`src/rtl/ict_pkg.sv`:
```
package ict_pkg;

  typedef enum logic [2:0] {
    MD_TC_IRQ    = 3'd0,
    MD_ONESHOT   = 3'd1,
    MD_RATE      = 3'd2,
    MD_SQUARE    = 3'd3,
    MD_SW_STROBE = 3'd4,
    MD_HW_STROBE = 3'd5
  } ict_mode_e;

  // codes 6 and 7 fold onto 2 and 3
  function automatic ict_mode_e norm_mode(input logic [2:0] code);
    if (code[2] && code[1]) return ict_mode_e'({1'b0, code[1:0]});
    return ict_mode_e'(code);
  endfunction

  // modes whose counting is suspended by a low gate
  function automatic logic level_gated(input ict_mode_e m);
    return (m == MD_TC_IRQ) || (m == MD_RATE) || (m == MD_SQUARE) || (m == MD_SW_STROBE);
  endfunction

  // modes in which a gate rising edge requests a load
  function automatic logic edge_triggered(input ict_mode_e m);
    return (m == MD_ONESHOT) || (m == MD_RATE) || (m == MD_SQUARE) || (m == MD_HW_STROBE);
  endfunction

  // modes in which a preset write requests a load
  function automatic logic write_loads(input ict_mode_e m);
    return level_gated(m);
  endfunction

  // a preset of one cannot produce a period in the periodic modes
  function automatic logic preset_refused(input ict_mode_e m, input logic is_one);
    return is_one && ((m == MD_RATE) || (m == MD_SQUARE));
  endfunction

endpackage

```
`src/rtl/ict_sync.sv`:
```
module ict_sync #(
  parameter int N      = 2,
  parameter int STAGES = 2
) (
  input  logic         clk,
  input  logic         rst_n,
  input  logic [N-1:0] d_i,
  output logic [N-1:0] q_o
);
  logic [N-1:0] pipe [STAGES];

  always_ff @(posedge clk or negedge rst_n) begin
    if (!rst_n) begin
      for (int s = 0; s < STAGES; s++) pipe[s] <= '0;
    end else begin
      pipe[0] <= d_i;
      for (int s = 1; s < STAGES; s++) pipe[s] <= pipe[s-1];
    end
  end

  assign q_o = pipe[STAGES-1];
endmodule

```
`src/rtl/ict_reload_calc.sv`:
```
module ict_reload_calc
  import ict_pkg::*;
#(
  parameter int CNT_W = 16
) (
  input  ict_mode_e        mode_i,
  input  logic [CNT_W-1:0] preset_i,
  output logic [CNT_W-1:0] load_o,
  output logic             odd_o
);
  localparam logic [CNT_W-1:0] SQ_ZERO_LOAD = {{(CNT_W-1){1'b1}}, 1'b0};

  always_comb begin
    odd_o = preset_i[0];
    if (mode_i == MD_SQUARE) begin
      if (preset_i == '0) load_o = SQ_ZERO_LOAD;
      else                load_o = {preset_i[CNT_W-1:1], 1'b0};
    end else begin
      load_o = preset_i;
    end
  end
endmodule

```
`src/rtl/ict_count_core.sv`:
```
module ict_count_core
  import ict_pkg::*;
#(
  parameter int CNT_W = 16
) (
  input  logic             clk,
  input  logic             rst_n,
  input  logic             tick_i,
  input  logic             gate_lvl_i,
  input  logic             gate_rise_i,
  input  logic             mode_wr_i,
  input  logic [2:0]       mode_code_i,
  input  logic             preset_wr_i,
  input  logic [CNT_W-1:0] preset_val_i,
  input  logic [CNT_W-1:0] load_val_i,
  input  logic             load_odd_i,
  output ict_mode_e        mode_o,
  output logic [CNT_W-1:0] preset_o,
  output logic [CNT_W-1:0] count_o,
  output logic             out_o
);
  localparam logic [CNT_W-1:0] ONE = CNT_W'(1);
  localparam logic [CNT_W-1:0] TWO = CNT_W'(2);

  ict_mode_e        mode_q;
  logic [CNT_W-1:0] preset_q, count_q;
  logic             out_q, pend_q, run_q, stretch_q;
  logic             enabled, refused;
  ict_mode_e        new_mode;

  assign new_mode = norm_mode(mode_code_i);
  assign enabled  = level_gated(mode_q) ? gate_lvl_i : 1'b1;
  assign refused  = preset_refused(mode_q, preset_val_i == ONE);

  always_ff @(posedge clk or negedge rst_n) begin
    if (!rst_n) begin
      mode_q    <= MD_TC_IRQ;
      preset_q  <= '0;
      count_q   <= '0;
      out_q     <= 1'b1;
      pend_q    <= 1'b0;
      run_q     <= 1'b0;
      stretch_q <= 1'b0;
    end else if (mode_wr_i) begin
      mode_q    <= new_mode;
      preset_q  <= '0;
      count_q   <= '0;
      out_q     <= (new_mode != MD_TC_IRQ);
      pend_q    <= 1'b0;
      run_q     <= 1'b0;
      stretch_q <= 1'b0;
    end else begin
      if (tick_i) begin
        if (pend_q) begin
          count_q <= load_val_i;
          pend_q  <= 1'b0;
          run_q   <= 1'b1;
          unique case (mode_q)
            MD_ONESHOT: out_q <= 1'b0;
            MD_SQUARE: begin
              out_q     <= 1'b1;
              stretch_q <= load_odd_i;
            end
            MD_RATE, MD_SW_STROBE, MD_HW_STROBE: out_q <= 1'b1;
            default: ;
          endcase
        end else if (run_q && enabled) begin
          unique case (mode_q)
            MD_TC_IRQ, MD_ONESHOT: begin
              count_q <= count_q - ONE;
              if (count_q == ONE) out_q <= 1'b1;
            end
            MD_RATE: begin
              if (count_q == ONE) begin
                count_q <= load_val_i;
                out_q   <= 1'b1;
              end else begin
                count_q <= count_q - ONE;
                out_q   <= (count_q != TWO);
              end
            end
            MD_SQUARE: begin
              if (count_q == TWO && stretch_q) begin
                count_q   <= '0;
                stretch_q <= 1'b0;
              end else if (count_q == TWO || count_q == '0) begin
                count_q   <= load_val_i;
                out_q     <= ~out_q;
                stretch_q <= ~out_q & load_odd_i;
              end else begin
                count_q <= count_q - TWO;
              end
            end
            default: begin
              count_q <= count_q - ONE;
              out_q   <= (count_q != ONE);
            end
          endcase
        end
      end
      // writes and triggers come last so they override a same-cycle tick
      if (preset_wr_i && !refused) begin
        preset_q <= preset_val_i;
        if (write_loads(mode_q)) pend_q <= 1'b1;
        if (mode_q == MD_TC_IRQ) out_q <= 1'b0;
      end
      if (gate_rise_i && edge_triggered(mode_q)) pend_q <= 1'b1;
    end
  end

  assign mode_o   = mode_q;
  assign preset_o = preset_q;
  assign count_o  = count_q;
  assign out_o    = out_q;
endmodule

```
`src/rtl/ict_channel.sv`:
```
module ict_channel
  import ict_pkg::*;
#(
  parameter int CNT_W       = 16,
  parameter int SYNC_STAGES = 2
) (
  input  logic             clk,
  input  logic             rst_n,
  input  logic             cnt_clk,
  input  logic             gate,
  input  logic             mode_wr,
  input  logic [2:0]       mode_in,
  input  logic             preset_wr,
  input  logic [CNT_W-1:0] preset_in,
  output logic [CNT_W-1:0] count_o,
  output logic             out_o
);
  localparam int NSIG   = 2;
  localparam int IDX_CK = 0;
  localparam int IDX_GT = 1;

  logic [NSIG-1:0]  raw_in, synced, synced_d;
  logic             cclk_fall, gate_rise, gate_lvl;
  ict_mode_e        mode_q;
  logic [CNT_W-1:0] preset_q, load_val;
  logic             load_odd;

  assign raw_in = {gate, cnt_clk};

  ict_sync #(.N(NSIG), .STAGES(SYNC_STAGES)) u_sync (
    .clk   (clk),
    .rst_n (rst_n),
    .d_i   (raw_in),
    .q_o   (synced)
  );

  always_ff @(posedge clk or negedge rst_n) begin
    if (!rst_n) synced_d <= '0;
    else        synced_d <= synced;
  end

  assign cclk_fall = synced_d[IDX_CK] & ~synced[IDX_CK];
  assign gate_rise = synced[IDX_GT] & ~synced_d[IDX_GT];
  assign gate_lvl  = synced[IDX_GT];

  ict_reload_calc #(.CNT_W(CNT_W)) u_reload (
    .mode_i   (mode_q),
    .preset_i (preset_q),
    .load_o   (load_val),
    .odd_o    (load_odd)
  );

  ict_count_core #(.CNT_W(CNT_W)) u_core (
    .clk          (clk),
    .rst_n        (rst_n),
    .tick_i       (cclk_fall),
    .gate_lvl_i   (gate_lvl),
    .gate_rise_i  (gate_rise),
    .mode_wr_i    (mode_wr),
    .mode_code_i  (mode_in),
    .preset_wr_i  (preset_wr),
    .preset_val_i (preset_in),
    .load_val_i   (load_val),
    .load_odd_i   (load_odd),
    .mode_o       (mode_q),
    .preset_o     (preset_q),
    .count_o      (count_o),
    .out_o        (out_o)
  );
endmodule

```
`config.mk`:
```
export PLATFORM = sky130hd
export DESIGN_NAME = ict_channel
export DESIGN_NICKNAME = d
export VERILOG_FILES = /design/src/rtl/ict_pkg.sv /design/src/rtl/ict_sync.sv /design/src/rtl/ict_reload_calc.sv /design/src/rtl/ict_count_core.sv /design/src/rtl/ict_channel.sv
export SDC_FILE = /design/constraint.sdc
export NUM_CORES = 1
export LEC_CHECK = 0
export ABC_AREA = 1
export CAP_MARGIN = 0
export CELL_PAD_IN_SITES_DETAIL_PLACEMENT = 0
export CELL_PAD_IN_SITES_GLOBAL_PLACEMENT = 2
export CORE_MARGIN = 3
export CORE_UTILIZATION = 29
export DETAILED_ROUTE_END_ITERATION = 6
export HOLD_SLACK_MARGIN = 0.05
export PLACE_DENSITY_LB_ADDON = 0.1
export SYNTH_ARGS = -nofsm -noshare
export SYNTH_HDL_FRONTEND = slang
export SYNTH_SLANG_ARGS = --single-unit
```
`constraint.sdc`:
```
create_clock -name clk -period 1.72 [get_ports clk]
set_input_delay 0.344 -clock clk [delete_from_list [all_inputs] [get_ports clk]]
set_output_delay 0.344 -clock clk [all_outputs]
set_load 0.05 [all_outputs]
```
==> impl_metrics.env <==
export IMPL_outcome="finished, violations left"
export IMPL_violations="setup timing"
export IMPL_yosysWarnings=0
export IMPL_clockBufferDepth=2
export IMPL_pin_count=42
export IMPL_synthTopCellsByArea="dfrtp_1 33%, nand2_1 13%, inv_1 6.3%, nand3_1 5.1%, nor2_1 4.0%"
export IMPL_yosys_area_top_type="dfrtp_1"
export IMPL_worst_r2r_endpoint="u_core.count_o[2]"
export IMPL_coreArea_um2=11100
export IMPL_vias_per_cell=4.60
export IMPL_ff2ff_setup_slack_ps=-50
export IMPL_slew_violations=0
export IMPL_clk_latency_ps=300
export IMPL_syn_inst=459
export IMPL_leakagePower_uw=0.00272
export IMPL_portBuffers=41
export IMPL_grt_ovfl_total=0
export IMPL_num_rows=38
export IMPL_cp_depth=13
export IMPL_route_detailed_drc=0
export IMPL_drive_above_1_share_pct=44.9
export IMPL_nNetsFinal=658
export IMPL_peakVddDrop_v=0.000419
export IMPL_cap_violations=0
export IMPL_synth_ff_type="dfrtp_1"
export IMPL_cts_made_buffers=5
export IMPL_postSynth_asyncResetShare_pct=100
export IMPL_die_h_um=114
export IMPL_crit_start="u_core.count_o[0]"
export IMPL_area_growth_syn_to_layout_pct=61.9
export IMPL_yosysSeqAreaShare_pct=33.6
export IMPL_syn_num_nets=490
export IMPL_multi_input_comb_area_um2=2160
export IMPL_fmax_mhz=564
export IMPL_cts_root_buf="clkbuf_16"
export IMPL_vias=3533
export IMPL_die_w_um=114
export IMPL_path_class="register to register"
export IMPL_power_switching_uw=1650
export IMPL_mostFrequentLayoutCell="buf_4"
export IMPL_crit_buf_inv=2
export IMPL_pwr_density_cell_nw_per_um2=835
export IMPL_ys_types=42
export IMPL_final_cell_mix="125 x buf_4, 102 x nand2_1, 46 x inv_1"
export IMPL_diodes=0
export IMPL_synth_edf_count=0
export IMPL_antenna_found_initial=0
export IMPL_avgSynthCellArea_um2=7.31
export IMPL_worstPathRequired_ps=1960
export IMPL_comb_power_share_pct=45.9
export IMPL_tightest_slew_ps=471
export IMPL_setup_viol=12
export IMPL_path_delay_family="simple AND/OR/NAND/NOR gates"
export IMPL_clkPwrFrac_pct=28.0
export IMPL_fin_crit_sh_pct=103
export IMPL_gr_usage_all_layers_pct=18.4
export IMPL_end_kind="register"
export IMPL_critPathMaxStageDelay_ps=430
export IMPL_final_seq_area_um2=1150
export IMPL_clock_skew_ps=11.6
export IMPL_r2r_start="u_core.count_o[0]"
export IMPL_start_kind="register"
export IMPL_clkTransAtPathRegs_ps=70
export IMPL_reg2reg_depth=13
export IMPL_clock_sinks=45
export IMPL_fillCellCount=1115
export IMPL_die_area_um2=12900
export IMPL_min_period_ps=1770
export IMPL_syn_area_um2=3360
export IMPL_hold_viol=0
export IMPL_globalplace_congestion=0.825
export IMPL_grt_pass1_wl_um=18300
export IMPL_slew_headroom_pct=68.6
export IMPL_grt_pass1_vias=3514
export IMPL_antenna_left=0
export IMPL_min_path_type="register to register"
export IMPL_wirelength_um=11400
export IMPL_total_power_uw=4540
export IMPL_crit_path_top_delay_cell="dfrtp_2"
export IMPL_routedWlPerCell_um=14.8
export IMPL_grt_max_degree=33
export IMPL_cts_max_level=2
export IMPL_firstDrtPassIters=4
export IMPL_synth_top_area_share_pct=32.8
export IMPL_tritoncts="yes"
export IMPL_crit_path_cell_trace="inv_4 -> ha_4 -> nor2_4 -> nor2_4 -> nand2_4 -> nor2_8 -> nand3_4 -> nand2_8 -> buf_6 -> nand2_2 -> o211ai_2 -> nand2_1 -> nand2_1"
export IMPL_pre_cts_ws_ps=-303
export IMPL_seqPwrFrac_pct=26.0
export IMPL_synth_seq_cells=45
export IMPL_p_int_uw=2900
export IMPL_rsz0062_at_grt="true"
export IMPL_sw_frac_of_total_pct=36.2
export IMPL_path_max_fanout=7
export IMPL_fin_tns_setup_ps=-388
export IMPL_setup_slack_ps=-54.5
export IMPL_initial_core_util_pct=30.3
export IMPL_dp_hpwl_um=8920
export IMPL_arrival_ps=2020
export IMPL_drt_iter0_markers=143
export IMPL_setup_worst_path_end="u_core.count_o[2]"
==> what timing repair did <==
item / CTS / global route
cloned: 2 / 0
setup buffers: 10 / 10
pin swaps: 17 / 30
endpoints found under the hold margin: 13 / 0
hold buffers: 1 / 0
gates resized for setup: 35 / 46
endpoints found under the setup margin: 16 / 34
==> per-stage QoR <==
stage	utilization [%]	std cells	area [µm²]	hold slack, ps
6_report	49.1	768	5440	353
5_1_grt	49.1	768	5440	369
4_1_cts	47.2	758	5230	356
3_5_place_dp	43.2	737	4790	303
3_3_place_gp	43.2	737	4790	295
2_1_floorplan	-	459	3400	48.4
==> synthesized netlist by cell type (3+ instances only) <==
| master | count |
|---|---|
| dfrtp_1 | 44 |
| nor2_8 | 3 |
| ha_1 | 6 |
| inv_2 | 8 |
| nor2_2 | 6 |
| nand4_1 | 17 |
| o22ai_1 | 11 |
| buf_2 | 5 |
| nand3_4 | 3 |
| o21ai_1 | 4 |
| xor2_1 | 11 |
| nand3_1 | 34 |
| nand2_2 | 12 |
| nor2_4 | 7 |
| clkbuf_1 | 3 |
| nand3_2 | 3 |
| a21oi_1 | 14 |
| o21ai_0 | 27 |
| nand2_4 | 6 |
| nand2_1 | 114 |
| nor2_1 | 36 |
| o211ai_1 | 3 |
| o211ai_2 | 4 |
| inv_1 | 56 |
==> power groups by stage <==
stage | Clock, µW | Sequential (µW) | Combinational, µW
after global placement | 0 | 1200 | 1760
after floorplan | 0 | 1290 | 997
after detailed placement | 0 | 1200 | 1770
after CTS | 1310 | 1180 | 1940
final | 1270 | 1180 | 2090
after global routing | 1340 | 1190 | 2280
==> cells by family after synthesis <==
logic type | after synthesis | share of synthesized area (%)
adders and majority gates | 6 | 2.24
DFF | 45 | 33.6
and+or+nand+nor | 246 | 38.0
AOI/OAI and AO/OA | 71 | 12.7
xor gates and xnor gates | 13 | 3.39
buffers and inverters | 78 | 10.1
==> per-layer routing <==
layer / GRT usage [%] / vias up / wire length (µm)
met5: 0 / - / 0
met2: 31.8 / 48 / 5830
met1: 23.4 / 1647 / 5040
li1: - / 1831 / -
met4: 5.13 / 0 / 108
met3: 3.29 / 7 / 381
==> state kept, by name (all words and copies together), names as in the netlist <==
name,flops
u_core.pend_q,1
u_sync.pipe,2
u_core.run_q,1
u_sync.q_o,2
u_core.mode_o,3
u_core.out_o,1
u_core.stretch_q,1
synced_d,2
u_core.count_o,16
u_core.preset_o,16
==> final cells by class <==
cell class,count,area share (%)
Timing Repair Buffer,170,27.5
Inverter,67,4.90
Sequential cell,45,21.1
Clock buffer,5,2.30
Tap cell,140,3.22
Clock inverter,3,1.20
Multi-Input combinational cell,338,39.7
==> worst reg2reg max path: stages, from the launching register on <==
cell      delay [ps]
dfrtp_2          430
inv_4            100
ha_4             160
nor2_4            40
nor2_4           100
nand2_4           70
nor2_8           160
nand3_4          140
nand2_8          120
buf_6            120
nand2_2           70
o211ai_2          60
nand2_1           80
nand2_1           60
==> how the worst min path moves through the flow <==
stage                         from                 to  slack (ps)  depth (start not counted)
floorplan                    rst_n        synced_d[0]          50                          0
finish              u_sync.pipe[3]      u_sync.q_o[1]         350                          0
detailed placement           rst_n  u_core.count_o[3]         300                          1
global placement             rst_n  u_core.count_o[3]         300                          1
CTS                 u_sync.pipe[3]      u_sync.q_o[1]         360                          0
global route        u_sync.pipe[3]      u_sync.q_o[1]         370                          0
(Power assumes the default switching activity.)
